$ cat src/rtl/pea_pkg.sv
package pea_pkg;
   typedef enum logic [1:0] {
      PEA_IDLE  = 2'd0,
      PEA_READ  = 2'd1,
      PEA_WRITE = 2'd2,
      PEA_DONE  = 2'd3
   } pea_state_t;
endpackage

$ cat src/rtl/pea_decode.sv
module pea_decode #(
   parameter int WORD_W   = 12,
   parameter int OFFS_W   = 7,
   parameter int IND_BIT  = 8,
   parameter int PAGE_BIT = 7
) (
   input  logic [WORD_W-1:0] instr,
   input  logic [WORD_W-1:0] fetch_addr,
   output logic              indirect,
   output logic [WORD_W-1:0] page_addr
);
   localparam int HI_W = WORD_W - OFFS_W;

   logic [OFFS_W-1:0] offset;
   logic [HI_W-1:0]   hi_part;
   logic              page_sel;
   logic              unused_bits;

   assign offset   = instr[OFFS_W-1:0];
   assign page_sel = instr[PAGE_BIT];
   assign indirect = instr[IND_BIT];

   generate
      if (HI_W > 0) begin : g_paged
         assign hi_part = page_sel ? fetch_addr[WORD_W-1:OFFS_W] : '0;
      end else begin : g_flat
         assign hi_part = '0;
      end
   endgenerate

   assign page_addr   = {hi_part, offset};
   assign unused_bits = ^{instr, fetch_addr};
endmodule

$ cat src/rtl/pea_autoinc.sv
module pea_autoinc #(
   parameter int WORD_W     = 12,
   parameter bit AUTO_EN    = 1'b1,
   parameter int AUTO_BASE  = 8,
   parameter int AUTO_COUNT = 8
) (
   input  logic [WORD_W-1:0] ptr_addr,
   input  logic [WORD_W-1:0] ptr_word,
   output logic              hit,
   output logic [WORD_W-1:0] bumped
);
   localparam logic [WORD_W-1:0] LO = WORD_W'(AUTO_BASE);
   localparam logic [WORD_W-1:0] HI = WORD_W'(AUTO_BASE + AUTO_COUNT - 1);

   generate
      if (AUTO_EN) begin : g_auto
         assign hit    = (ptr_addr >= LO) && (ptr_addr <= HI);
         assign bumped = ptr_word + WORD_W'(1);
      end else begin : g_plain
         logic unused_addr;
         assign unused_addr = ^ptr_addr;
         assign hit         = 1'b0;
         assign bumped      = ptr_word;
      end
   endgenerate
endmodule

$ cat src/rtl/pea_seq.sv
module pea_seq
   import pea_pkg::*;
#(
   parameter int WORD_W = 12
) (
   input  logic              clk,
   input  logic              rst_n,
   input  logic              start,
   input  logic              indirect,
   input  logic [WORD_W-1:0] page_addr,
   input  logic              auto_hit,
   input  logic [WORD_W-1:0] bumped,
   input  logic [WORD_W-1:0] mem_rdata,
   input  logic              mem_ready,
   output logic [WORD_W-1:0] ptr_addr,
   output logic              mem_req,
   output logic              mem_we,
   output logic [WORD_W-1:0] mem_wdata,
   output logic [WORD_W-1:0] ea,
   output logic              done,
   output pea_state_t        state
);
   pea_state_t        st_q;
   logic [WORD_W-1:0] ptr_q;
   logic [WORD_W-1:0] wbuf_q;
   logic [WORD_W-1:0] ea_q;

   always_ff @(posedge clk) begin
      if (!rst_n) begin
         st_q   <= PEA_IDLE;
         ptr_q  <= '0;
         wbuf_q <= '0;
         ea_q   <= '0;
      end else begin
         case (st_q)
            PEA_IDLE: begin
               if (start) begin
                  ptr_q <= page_addr;
                  if (indirect) begin
                     st_q <= PEA_READ;
                  end else begin
                     ea_q <= page_addr;
                     st_q <= PEA_DONE;
                  end
               end
            end
            PEA_READ: begin
               if (mem_ready) begin
                  if (auto_hit) begin
                     wbuf_q <= bumped;
                     st_q   <= PEA_WRITE;
                  end else begin
                     ea_q <= mem_rdata;
                     st_q <= PEA_DONE;
                  end
               end
            end
            PEA_WRITE: begin
               if (mem_ready) begin
                  ea_q <= wbuf_q;
                  st_q <= PEA_DONE;
               end
            end
            default: st_q <= PEA_IDLE;
         endcase
      end
   end

   assign ptr_addr  = ptr_q;
   assign mem_req   = (st_q == PEA_READ) || (st_q == PEA_WRITE);
   assign mem_we    = (st_q == PEA_WRITE);
   assign mem_wdata = wbuf_q;
   assign ea        = ea_q;
   assign done      = (st_q == PEA_DONE);
   assign state     = st_q;
endmodule

$ cat src/rtl/paged_ea_gen.sv
module paged_ea_gen
   import pea_pkg::*;
#(
   parameter int WORD_W     = 12,
   parameter int OFFS_W     = 7,
   parameter int IND_BIT    = 8,
   parameter int PAGE_BIT   = 7,
   parameter bit AUTO_EN    = 1'b1,
   parameter int AUTO_BASE  = 8,
   parameter int AUTO_COUNT = 8
) (
   input  logic              clk,
   input  logic              rst_n,
   input  logic              start,
   input  logic [11:0]       instr,
   input  logic [11:0]       fetch_addr,
   output logic              mem_req,
   output logic              mem_we,
   output logic [11:0]       mem_addr,
   output logic [11:0]       mem_wdata,
   input  logic [11:0]       mem_rdata,
   input  logic              mem_ready,
   output logic [11:0]       ea,
   output logic              done
);
   generate
      if (WORD_W != 12) begin : g_bad_word
         $error("paged_ea_gen: port widths are fixed at 12 bits");
      end
      if (OFFS_W < 1 || OFFS_W >= WORD_W) begin : g_bad_offs
         $error("paged_ea_gen: offset width must be below word width");
      end
      if (IND_BIT < OFFS_W || PAGE_BIT < OFFS_W || IND_BIT == PAGE_BIT
          || IND_BIT >= WORD_W || PAGE_BIT >= WORD_W) begin : g_bad_flags
         $error("paged_ea_gen: flag bits must sit above the offset");
      end
      if (AUTO_COUNT < 1 || AUTO_BASE + AUTO_COUNT > (1 << OFFS_W)) begin : g_bad_auto
         $error("paged_ea_gen: auto-increment cells must lie in page zero");
      end
   endgenerate

   logic              indirect;
   logic [WORD_W-1:0] page_addr;
   logic [WORD_W-1:0] ptr_addr;
   logic              auto_hit;
   logic [WORD_W-1:0] bumped;
   pea_state_t        state;

   pea_decode #(
      .WORD_W  (WORD_W),
      .OFFS_W  (OFFS_W),
      .IND_BIT (IND_BIT),
      .PAGE_BIT(PAGE_BIT)
   ) u_dec (
      .instr     (instr),
      .fetch_addr(fetch_addr),
      .indirect  (indirect),
      .page_addr (page_addr)
   );

   pea_autoinc #(
      .WORD_W    (WORD_W),
      .AUTO_EN   (AUTO_EN),
      .AUTO_BASE (AUTO_BASE),
      .AUTO_COUNT(AUTO_COUNT)
   ) u_inc (
      .ptr_addr(ptr_addr),
      .ptr_word(mem_rdata),
      .hit     (auto_hit),
      .bumped  (bumped)
   );

   pea_seq #(
      .WORD_W(WORD_W)
   ) u_seq (
      .clk      (clk),
      .rst_n    (rst_n),
      .start    (start),
      .indirect (indirect),
      .page_addr(page_addr),
      .auto_hit (auto_hit),
      .bumped   (bumped),
      .mem_rdata(mem_rdata),
      .mem_ready(mem_ready),
      .ptr_addr (ptr_addr),
      .mem_req  (mem_req),
      .mem_we   (mem_we),
      .mem_wdata(mem_wdata),
      .ea       (ea),
      .done     (done),
      .state    (state)
   );

   assign mem_addr = ptr_addr;
endmodule

$ cat config.mk
export PLATFORM = sky130hd
export DESIGN_NAME = paged_ea_gen
export DESIGN_NICKNAME = d
export VERILOG_FILES = /design/src/rtl/pea_pkg.sv /design/src/rtl/pea_decode.sv /design/src/rtl/pea_autoinc.sv /design/src/rtl/pea_seq.sv /design/src/rtl/paged_ea_gen.sv
export SDC_FILE = /design/constraint.sdc
export NUM_CORES = 1
export LEC_CHECK = 0
export BUFFER_PORTS_ARGS = -buffer_cell sky130_fd_sc_hd__buf_4
export CORE_UTILIZATION = 52
export DETAILED_ROUTE_END_ITERATION = 10
export PLACE_DENSITY = 0.85
export SYNTH_ARGS = -nofsm -noshare
export SYNTH_HDL_FRONTEND = slang
export SYNTH_SLANG_ARGS = --single-unit
$ cat constraint.sdc
create_clock -name clk -period 3.5 [get_ports clk]
set_input_delay 0.35 -clock clk [delete_from_list [all_inputs] [get_ports clk]]
set_output_delay 0.35 -clock clk [all_outputs]
set_load 0.05 [all_outputs]
==> results.txt, run 1 <==
----------------------------------------------------
[Outcome]
  Outcome ... finished clean

[Min path]
  Type of the most critical hold path ... input port to flop

[Global route]
  Total Routing Usage GR ... 0.273
  Vias in the first global route ... 1866
  Total gr overflow ... 0
  Antenna violations before repair ... 0
  Global-route wire length before repair ... 8660 um
  Maximum number of pins on one net before global-route repair ... 33

[Route]
  Mean number of vias per cell ... 5.94
  Wire per inst ... 15.7 um
  First-pass detailed-route iteration total ... 5
  Wirelength, routed ... 5260 um
  DRC violations left ... 0
  Routed Antenna Nets ... 0
  Number of DRC violations after detailed-routing iteration 0 ... 109
  Total via count in the routed design ... 1991

[Pwr]
  Max IR drop VDD ... 0.000485 V
  PD cells ... 769 nW/um^2
  Reported leakage power ... 1.04 nW
  Overall power ... 0.00195 W

[Synth]
  Gate Count Post-Synth ... 230
  Post-synthesis async set-or-reset flop share ... 0
  Library cells used by synthesis ... 40
  Synthesized cell area ... 1960 um^2
  Predominant post-synthesis flop cell ... sky130_fd_sc_hd__dfxtp_1
  Number of flops mapped to enable cells by yosys ... 0
  Post-synth net total ... 275
  Sequential area share after synthesis ... 0.388
  Post-synthesis area per instance ... 8.51 um^2
  Seq cells post-synth ... 38
  Synth warnings ... 0

[Worst setup path]
  Required time of the critical path ... 3.68 ns
  Cell-by-cell trace of the critical path ... inv_1 -> ha_1 -> nor4bb_1 -> and4_1 -> nor2_1 -> a311oi_1
  Slowest library cell on the worst path ... sky130_fd_sc_hd__and4_1
  Register-to-Register Setup Slack ... 1.01 ns
  Crit path capture type ... flop
  Peak per-stage delay on the critical path ... 0.65 ns
  Type of the setup path with the least slack ... flop to flop
  Worst-path maximum fanout ... 18
  Critical path launch point type ... flop
  Arrival time at the worst endpoint ... 2.68 ns

[Die]
  DIE AREA ... 4020 um^2
  Core ar. ... 3470 um^2
  Starting density of the core ... 0.565
  Die W ... 63.4 um
  Number of top-level pins ... 79
  Std-Cell Rows ... 21
  Die Y-Extent ... 63.4 um

[Job]
  Reported max-cap violation count ... 0

[STA]
  Unrepaired setup endpoints after global routing ... false
  Slew at the pin closest to its max-slew limit ... 1.02 ns
  Total count of hold-check failures in the final report ... 0
  Headroom to the max-slew limit ... 0.322
  Number of slew-limit violations in the final report ... 0
  Setup TNS ... 0 ns
  Final Skew ... 0.00814 ns
  # setup viols final ... 0
  Final critical-path share of the clock period ... 0.712
  Max Fclk ... 401 MHz
  Final min period ... 2.49 ns

[Finish]
  Fill cell count ... 305
  Layout overhead on the synthesized area ... 29.4%
  Final Net Count ... 333
  Most frequent standard cell in the layout excluding fill and tap cells ... sky130_fd_sc_hd__buf_4
  Number of standard cells in the layout, taps in and fillers out ... 335
  Inserted Diodes ... 0
  Layout cells sized above 1 ... 0.277
  Highest-count cells in the layout ignoring fill and taps ... sky130_fd_sc_hd__buf_4 (68), sky130_fd_sc_hd__dfxtp_1 (38), sky130_fd_sc_hd__a21oi_1 (35), sky130_fd_sc_hd__nand2_1 (22), sky130_fd_sc_hd__o21ai_0 (12)

[Place]
  Placed cell count ... 327
  Placed wire-length estimate after detailed placement ... 3770 um
  PortBufs ... 68
  Final GP Congestion ... 0.828

[Clock network]
  Root Driver ... sky130_fd_sc_hd__clkbuf_8
  CTS H-tree depth ... 2
  Number of buffers between clock root and the deepest sink ... 2
  Number of buffers created by CTS ... 5
  Post-cts sizing count ... 0
  Post CTS Setup Buffer Count ... 0
  Clk sink count ... 38
  Clock slew seen by the registers of the worst setup and hold paths ... 0.08 ns
  Post-cts hold buffer count ... 0
  Clock latency on the worst-skew pair ... 0.29 ns
  Clock tree from TritonCTS ... yes

----------------------------------------------------
==> flip-flops by register name (all words and copies together) (netlist names) <==
name,count
u_seq.ea,12
u_seq.mem_wdata,12
u_seq.ptr_addr,12
u_seq.state,2
==> worst max-delay path, delay by kind of cell (launching register included) <==
kind            cells  cell delay, ns
buf+inv             1            0.09
compound gates      1            0.30
flops               1            0.34
simple gates        3            1.09
fa+ha+maj           1            0.56
==> cells by family after synthesis <==
group,count (synthesis),share of synthesized area
simple gates,71,0.199
xor+xnor,10,0.0447
flops,38,0.388
fa+ha+maj,5,0.0319
buf+inv,22,0.0543
compound gates,79,0.256
mux,5,0.0256
==> through the flow <==
step                hold WS (ns)  worst slack, ns  cell area [um^2]   util
CTS                        0.300             1.10              2530  0.731
detailed placement         0.451             1.12              2440  0.703
finish                     0.308             1.01              2530  0.731
floorplan                  0.459             1.46              1960      -
global route               0.298            0.832              2530  0.731
global placement           0.443             1.19              2440  0.703
==> power by group <==
group | internal, W | leakage [nW] | total (W) | switching (W)
Clock | 0.000158 | 0.0472 | 0.000314 | 0.000156
Combinational | 0.000343 | 0.685 | 0.00106 | 0.000713
Sequential | 0.000520 | 0.309 | 0.000578 | 0.0000581
Total | 0.00102 | 1.04 | 0.00195 | 0.000927
==> cells in the mapped netlist (all sizes together) (6+ instances only) <==
cell type  instances  area [um^2]
dfxtp             38          761
a221o              7         70.1
o21ai             18         90.1
nand2             22         82.6
nor2               8         30.0
clkbuf            11         41.3
a21oi             36          184
nand3             10         50.1
xor2               8         70.1
o2111ai            7         61.3
buf                6         46.3
==> path summary, 6_finish.rpt <==
check,end,cells after the start,from
setup / recovery,u_seq.mem_wdata[10]$_SDFFE_PN0P_,6,u_seq.state[1]$_SDFFE_PN0P_
hold / removal,u_seq.ptr_addr[2]$_SDFFE_PN0P_,3,instr[2]
setup reg to reg,u_seq.mem_wdata[10]$_SDFFE_PN0P_,6,u_seq.state[1]$_SDFFE_PN0P_
hold reg to reg,u_seq.ptr_addr[2]$_SDFFE_PN0P_,2,u_seq.ptr_addr[2]$_SDFFE_PN0P_
==> final cells by class <==
type | instances | area, um^2 | area share
flip-flops and latches | 38 | 761 | 0.300
inverters | 5 | 18.8 | 0.00741
clock inverters | 2 | 12.5 | 0.00494
clock buffers | 6 | 82.6 | 0.0326
repair buffers | 68 | 510 | 0.201
multi-input cells | 170 | 1090 | 0.431
well taps | 46 | 57.6 | 0.0227
==> per-layer routing <==
metal,routed length [um],track usage
met5,0,0
met4,72,0.105
met3,394,0.0580
met2,2430,0.428
met1,2360,0.362
Note: power is estimated with default switching activity, not from simulation.
==> run 2, diff against run 1 <==
- CORE_UTILIZATION: 52 -> 48
- PLACE_DENSITY: 0.85 -> 0.79
- clock period: 3.5 -> 2.31 ns (I/O delays scaled with it)
==> results.txt, run 2 (same netlist as run 1, synthesis figures left out) <==
----------------------------------------------------
[Pwr]
  Combinational share of power ... 0.530 (-0.012)
  Max IR drop VDD ... 0.000740 V (+53%)
  Cell-internal power ... 0.00165 W (+62%)
  Clock share of power ... 0.185 (+0.024)
  Reported leakage power ... 1.07 nW (+2.8%)
  PD cells ... 1180 nW/um^2 (+53%)
  Register share of total power ... 0.285 (-0.012)
  Net switching power of the design ... 0.00141 W (+52%)
  Switching share of power ... 0.460 (-0.0158)

[Worst setup path]
  Type of the setup path with the least slack ... flop to flop
  Crit path capture type ... flop
  Critical path launch point type ... flop
  Peak per-stage delay on the critical path ... 0.56 ns (-0.09 ns)
  Cell-by-cell trace of the critical path ... inv_1 -> ha_1 -> o21bai_1 -> a21o_1 -> or4_1 -> a21oi_1
  Buffer and inverter count on the worst path ... 1 (unchanged)
  Kind of cell adding the most delay to the critical path ... compound AO/OA/AOI/OAI gates
  Worst-path maximum fanout ... 15 (-3)
  Slowest library cell on the worst path ... sky130_fd_sc_hd__or4_1
  Required time of the critical path ... 2.54 ns (-1.14 ns)
  Arrival time at the worst endpoint ... 2.26 ns (-0.42 ns)

[Die]
  Die W ... 65.9 um (+4.0%)
  Core ar. ... 3800 um^2 (+9.5%)
  Number of top-level pins ... 79 (unchanged)
  Std-Cell Rows ... 22 (+4.8%)
  Starting density of the core ... 0.515 (-0.0491)
  Die Y-Extent ... 65.9 um (+4.0%)
  DIE AREA ... 4340 um^2 (+8.1%)

[Global route]
  Maximum number of pins on one net before global-route repair ... 24 (-27%)
  Total Routing Usage GR ... 0.255 (-0.0175)
  GRT met1 Usage ... 0.352 (-0.00919)
  Met3 Track Usage GR ... 0.0638 (+0.00582)
  Global-route wire length before repair ... 8410 um (-2.9%)
  Met2 layer usage reported by global route ... 0.384 (-0.0443)
  Top Usage Layer GRT ... met2
  Vias in the first global route ... 1765 (-5.4%)
  Total gr overflow ... 0 (unchanged)
  Antenna violations before repair ... 0 (unchanged)

[Route]
  Wirelength, routed ... 5240 um (-0.30%)
  Wire per inst ... 15.3 um (-2.3%)
  First-pass detailed-route iteration total ... 5 (unchanged)
  Routed Antenna Nets ... 0 (unchanged)
  Total via count in the routed design ... 1998 (+0.35%)
  Number of DRC violations after detailed-routing iteration 0 ... 201 (+84%)
  Mean number of vias per cell ... 5.84 (-1.7%)
  DRC violations left ... 0 (unchanged)

[Job]
  Reported max-cap violation count ... 0 (unchanged)

[STA]
  Unrepaired setup endpoints after global routing ... false
  # setup viols final ... 0 (unchanged)
  Worst hold slack across all endpoints ... 0.175 ns (-0.133 ns)
  Max Fclk ... 493 MHz (+23%)
  Total count of hold-check failures in the final report ... 0 (unchanged)
  Slew at the pin closest to its max-slew limit ... 0.566 ns (-0.449 ns)
  Final min period ... 2.03 ns (-0.467 ns)
  Number of slew-limit violations in the final report ... 0 (unchanged)
  Headroom to the max-slew limit ... 0.622 (+0.300)
  Final critical-path share of the clock period ... 0.877 (+0.165)
  Final Skew ... 0.00218 ns (-0.00595 ns)
  Setup TNS ... 0 ns (unchanged)

[Clock network]
  Clock slew seen by the registers of the worst setup and hold paths ... 0.08 ns (about the same)
  Number of buffers between clock root and the deepest sink ... 2 (unchanged)
  Clock latency on the worst-skew pair ... 0.29 ns (about the same)
  Post-cts sizing count ... 0 (unchanged)
  Post-cts hold buffer count ... 0 (unchanged)
  Number of buffers created by CTS ... 5 (unchanged)
  Post CTS Setup Buffer Count ... 0 (unchanged)
  CTS H-tree depth ... 2 (unchanged)
  Clk sink count ... 38 (unchanged)
  Clock tree from TritonCTS ... yes
  Root Driver ... sky130_fd_sc_hd__clkbuf_8

[Finish]
  Fill cell count ... 341 (+12%)
  Multi-input logic area ... 1090 um^2 (unchanged)
  Layout cells sized above 1 ... 0.289 (+0.0123)
  Highest-count cells in the layout ignoring fill and taps ... sky130_fd_sc_hd__buf_4 (73), sky130_fd_sc_hd__dfxtp_1 (38), sky130_fd_sc_hd__a21oi_1 (35), sky130_fd_sc_hd__nand2_1 (22), sky130_fd_sc_hd__o21ai_0 (12)
  Sequential Area ... 761 um^2 (unchanged)
  Final Net Count ... 338 (+1.5%)
  Number of standard cells in the layout, taps in and fillers out ... 342 (+2.1%)
  Layout overhead on the synthesized area ... 32.4%
  Inserted Diodes ... 0 (unchanged)
  Most frequent standard cell in the layout excluding fill and tap cells ... sky130_fd_sc_hd__buf_4

[Min path]
  Type of the most critical hold path ... input port to flop

[Outcome]
  Outcome ... finished clean

[Place]
  Final GP Congestion ... 0.846 (+2.2%)
  Placed wire-length estimate after detailed placement ... 3860 um (+2.6%)
  Placed cell count ... 334 (+2.1%)
  PortBufs ... 68 (unchanged)

----------------------------------------------------
## run 2: cell count changes in the layout (fill, tap and decap cells not counted), sizes merged
| cell | delta |
|---|---|
| buf | +5 |
| bufinv | +1 |
| clkbuf | -1 |
| clkinv | -1 |
| clkinvlp | +1 |
## run 2: through the flow
step           setup slack (ns)   util  area [um^2]  power, W
6_report                  0.284  0.682         2590   0.00306
5_1_grt                  0.0995  0.682         2590   0.00325
4_1_cts                   0.279  0.682         2590   0.00306
3_5_place_dp              0.286  0.653         2480   0.00250
3_3_place_gp              0.364  0.653         2480   0.00248
2_1_floorplan             0.269      -         1960   0.00205
## run 2: final cells by class
cell class,count,share of cell area
tap,48,0.0232
multi-input combinational,170,0.421
sequential,38,0.293
timing repair buffer,73,0.211
clock buffer,5,0.0265
inverter,5,0.00724
clock inverter,3,0.0174
## run 2: power by group through the flow
| stage | combinational, W | clock [W] | sequential, W |
|---|---|---|---|
| floorplan | 0.000767 | 0 | 0.00129 |
| global placement | 0.00159 | 0 | 0.000886 |
| detailed placement | 0.00161 | 0 | 0.000887 |
| CTS | 0.00162 | 0.000573 | 0.000872 |
| global route | 0.00175 | 0.000611 | 0.000889 |
| finish | 0.00162 | 0.000566 | 0.000871 |
## run 2: final timing paths
path / start / slack (ns) / depth (start not counted) / end
worst min register to register: u_seq.ptr_addr[2]$_SDFFE_PN0P_ / 0.47 / 2 / u_seq.ptr_addr[2]$_SDFFE_PN0P_
worst max-delay path: u_seq.state[0]$_SDFFE_PN0P_ / 0.28 / 6 / u_seq.ea[8]$_SDFFE_PN0P_
worst max register to register: u_seq.state[0]$_SDFFE_PN0P_ / 0.28 / 6 / u_seq.ea[8]$_SDFFE_PN0P_
worst min-delay path: mem_ready / 0.17 / 2 / u_seq.mem_wdata[10]$_SDFFE_PN0P_
## run 2: metal layers
metal	vias to the layer above	share of wire
li1	979	-
met1	915	0.45
met2	91	0.45
met3	13	0.088
met4	0	0.017
met5	-	0
==> run 3, diff against run 2 <==
- CORE_UTILIZATION: 48 -> 43
- PLACE_DENSITY: 0.79 -> 0.75
- clock period: 2.31 -> 1.8 ns (I/O delays scaled with it)
==> results.txt, run 3 (same netlist as run 1, synthesis figures left out) <==
----------------------------------------------------
[Finish]
  Post-layout util ... 0.648 (-0.0345)
  Inserted Diodes ... 0 (unchanged)
  Most frequent standard cell in the layout excluding fill and tap cells ... sky130_fd_sc_hd__buf_4
  Final non-filler cell area ... 2820 um^2 (+8.8%)
  Highest-count cells in the layout ignoring fill and taps ... sky130_fd_sc_hd__buf_4 (78), sky130_fd_sc_hd__a21oi_1 (35), sky130_fd_sc_hd__dfxtp_1 (31), sky130_fd_sc_hd__nand2_1 (22), sky130_fd_sc_hd__o21ai_0 (12)
  Final Net Count ... 347 (+2.7%)
  Layout cells sized above 1 ... 0.360 (+0.0706)
  Layout overhead on the synthesized area ... 44.1%

[Pwr]
  Max IR drop VDD ... 0.000891 V (+20%)
  PD cells ... 1560 nW/um^2 (+32%)
  Reported leakage power ... 1.16 nW (+8.3%)
  Overall power ... 0.00440 W (+44%)

[Min path]
  Number of stages on the worst hold path ... 2 (unchanged)
  Type of the most critical hold path ... input port to flop
  Terminating pin of the worst hold path ... u_seq.mem_wdata[10]$_SDFFE_PN0P_
  Origin of the worst min-delay path ... mem_ready

[Clock network]
  Number of buffers created by CTS ... 5 (unchanged)
  Clk sink count ... 38 (unchanged)
  Clock slew seen by the registers of the worst setup and hold paths ... 0.08 ns (about the same)
  CTS H-tree depth ... 2 (unchanged)
  Clock latency on the worst-skew pair ... 0.30 ns (about the same)
  Root Driver ... sky130_fd_sc_hd__clkbuf_8
  Post-cts hold buffer count ... 0 (unchanged)
  Clock tree from TritonCTS ... yes
  Number of buffers between clock root and the deepest sink ... 2 (unchanged)

[Worst setup path]
  Type of the setup path with the least slack ... flop to flop
  Arrival time at the worst endpoint ... 2.00 ns (-0.26 ns)
  Worst reg-to-reg path cell count ... 6 (unchanged)
  Register-to-Register Setup Slack ... 0.01 ns (-0.27 ns)
  Required time of the critical path ... 2.02 ns (-0.52 ns)
  Reg-to-reg startpoint ... u_seq.state[1]$_SDFFE_PN0P_
  Crit path capture type ... flop
  Worst R2R End ... u_seq.state[0]$_SDFFE_PN0P_
  Worst-path maximum fanout ... 6 (-9)
  Critical path launch point type ... flop

[Route]
  Routed Antenna Nets ... 0 (unchanged)
  Wire per inst ... 15.2 um (-0.55%)
  Number of DRC violations after detailed-routing iteration 0 ... 126 (-37%)
  DRC violations left ... 0 (unchanged)
  Mean number of vias per cell ... 5.68 (-2.7%)
  First-pass detailed-route iteration total ... 4 (-1)
  Total via count in the routed design ... 2018 (+1.0%)
  Wirelength, routed ... 5410 um (+3.2%)

[STA]
  Final worst setup slack ... 0.0143 ns (-0.269 ns)
  # setup viols final ... 0 (unchanged)
  Max Fclk ... 560 MHz (+13%)
  Total count of hold-check failures in the final report ... 0 (unchanged)
  Final critical-path share of the clock period ... 0.992 (+0.115)
  Slew at the pin closest to its max-slew limit ... 0.440 ns (-0.126 ns)
  Number of slew-limit violations in the final report ... 0 (unchanged)
  Unrepaired setup endpoints after global routing ... true
  Final Skew ... 0.00349 ns (+0.00130 ns)
  Final min period ... 1.79 ns (-0.241 ns)
  Headroom to the max-slew limit ... 0.706 (+0.0839)

[Die]
  Number of top-level pins ... 79 (unchanged)
  Core ar. ... 4350 um^2 (+15%)
  Die Y-Extent ... 69.5 um (+5.5%)
  DIE AREA ... 4830 um^2 (+11%)
  Die W ... 69.5 um (+5.5%)
  Starting density of the core ... 0.450 (-0.0658)
  Std-Cell Rows ... 24 (+9.1%)

[Place]
  Pre-CTS setup slack ... -0.0367 ns (-0.323 ns)
  Placed wire-length estimate after detailed placement ... 4040 um (+4.5%)
  Placed instance area ... 2610 um^2 (+5.1%)
  Final GP Congestion ... 0.800 (-5.4%)
  PortBufs ... 68 (unchanged)

[Global route]
  Global-route wire length before repair ... 8910 um (+5.9%)
  Total Routing Usage GR ... 0.226 (-0.0292)
  Antenna violations before repair ... 0 (unchanged)
  Vias in the first global route ... 1850 (+4.8%)
  Maximum number of pins on one net before global-route repair ... 24 (unchanged)
  Total gr overflow ... 0 (unchanged)

[Outcome]
  Outcome ... finished clean

[Job]
  Reported max-cap violation count ... 0 (unchanged)

----------------------------------------------------
==> run 3: cell types whose count changed in the layout (fill, tap and decap cells not counted), sizes merged <==
cell,change
buf,+9
clkinv,+1
clkinvlp,-2
bufinv,+1
==> run 3: per-layer routing <==
| metal | wire length (um) | global-route usage |
|---|---|---|
| met4 | 70 | 0.0408 |
| met5 | 0 | 0 |
| met2 | 2520 | 0.366 |
| met3 | 393 | 0.0480 |
| met1 | 2430 | 0.312 |
==> run 3: worst max-delay path by stage <==
| stage | start | depth (start not counted) | slack (ns) | to |
|---|---|---|---|---|
| detailed placement | u_seq.state[1]$_SDFFE_PN0P_ | 7 | -0.04 | u_seq.mem_wdata[4]$_SDFFE_PN0P_ |
| global route | u_seq.state[1]$_SDFFE_PN0P_ | 6 | -0.03 | u_seq.state[0]$_SDFFE_PN0P_ |
| CTS | u_seq.state[0]$_SDFFE_PN0P_ | 6 | 0.01 | u_seq.state[0]$_SDFFE_PN0P_ |
| finish | u_seq.state[1]$_SDFFE_PN0P_ | 6 | 0.01 | u_seq.state[0]$_SDFFE_PN0P_ |
| floorplan | u_seq.state[0]$_SDFFE_PN0P_ | 6 | 0.0004 | u_seq.state[0]$_SDFFE_PN0P_ |
| global placement | u_seq.state[1]$_SDFFE_PN0P_ | 6 | 0.04 | u_seq.state[0]$_SDFFE_PN0P_ |
==> run 3: report_power, final <==
part	switching [W]	total, W	internal [W]
Combinational	0.00146	0.00237	0.000909
Clock	0.000329	0.000884	0.000555
Sequential	0.000122	0.00114	0.00102
Total	0.00191	0.00440	0.00248
==> run 3: area by class of cell <==
type                    instances  area, um^2
well taps                      52        65.1
flip-flops and latches         38         772
fillers                       390        1530
multi-input cells             170        1170
inverters                       5        18.8
repair buffers                 82         657
clock buffers                   5        68.8
clock inverters                 3        68.8
==> run 3: timing repair <==
item,CTS,global route
resized for setup,3,10
buffers inserted,0,2
gates cloned,0,0
pin swaps,1,4
setup endpoints to repair,7,9
==> run 3: stage by stage <==
step	setup TNS [ns]	cells	hold slack, ns
6_report	0	355	0.112
5_1_grt	-0.0473	355	0.125
4_1_cts	0	353	0.109
3_5_place_dp	-0.158	345	0.438
3_3_place_gp	0	345	0.424
2_1_floorplan	0	230	0.289
==> run 3: worst max-delay path: stages, from the launching register on <==
cell                      delay, ns
sky130_fd_sc_hd__dfxtp_2       0.34
sky130_fd_sc_hd__inv_2         0.06
sky130_fd_sc_hd__ha_4          0.18
sky130_fd_sc_hd__o21ba_4       0.22
sky130_fd_sc_hd__a21o_1        0.18
sky130_fd_sc_hd__or4b_4        0.54
sky130_fd_sc_hd__a31oi_4       0.18
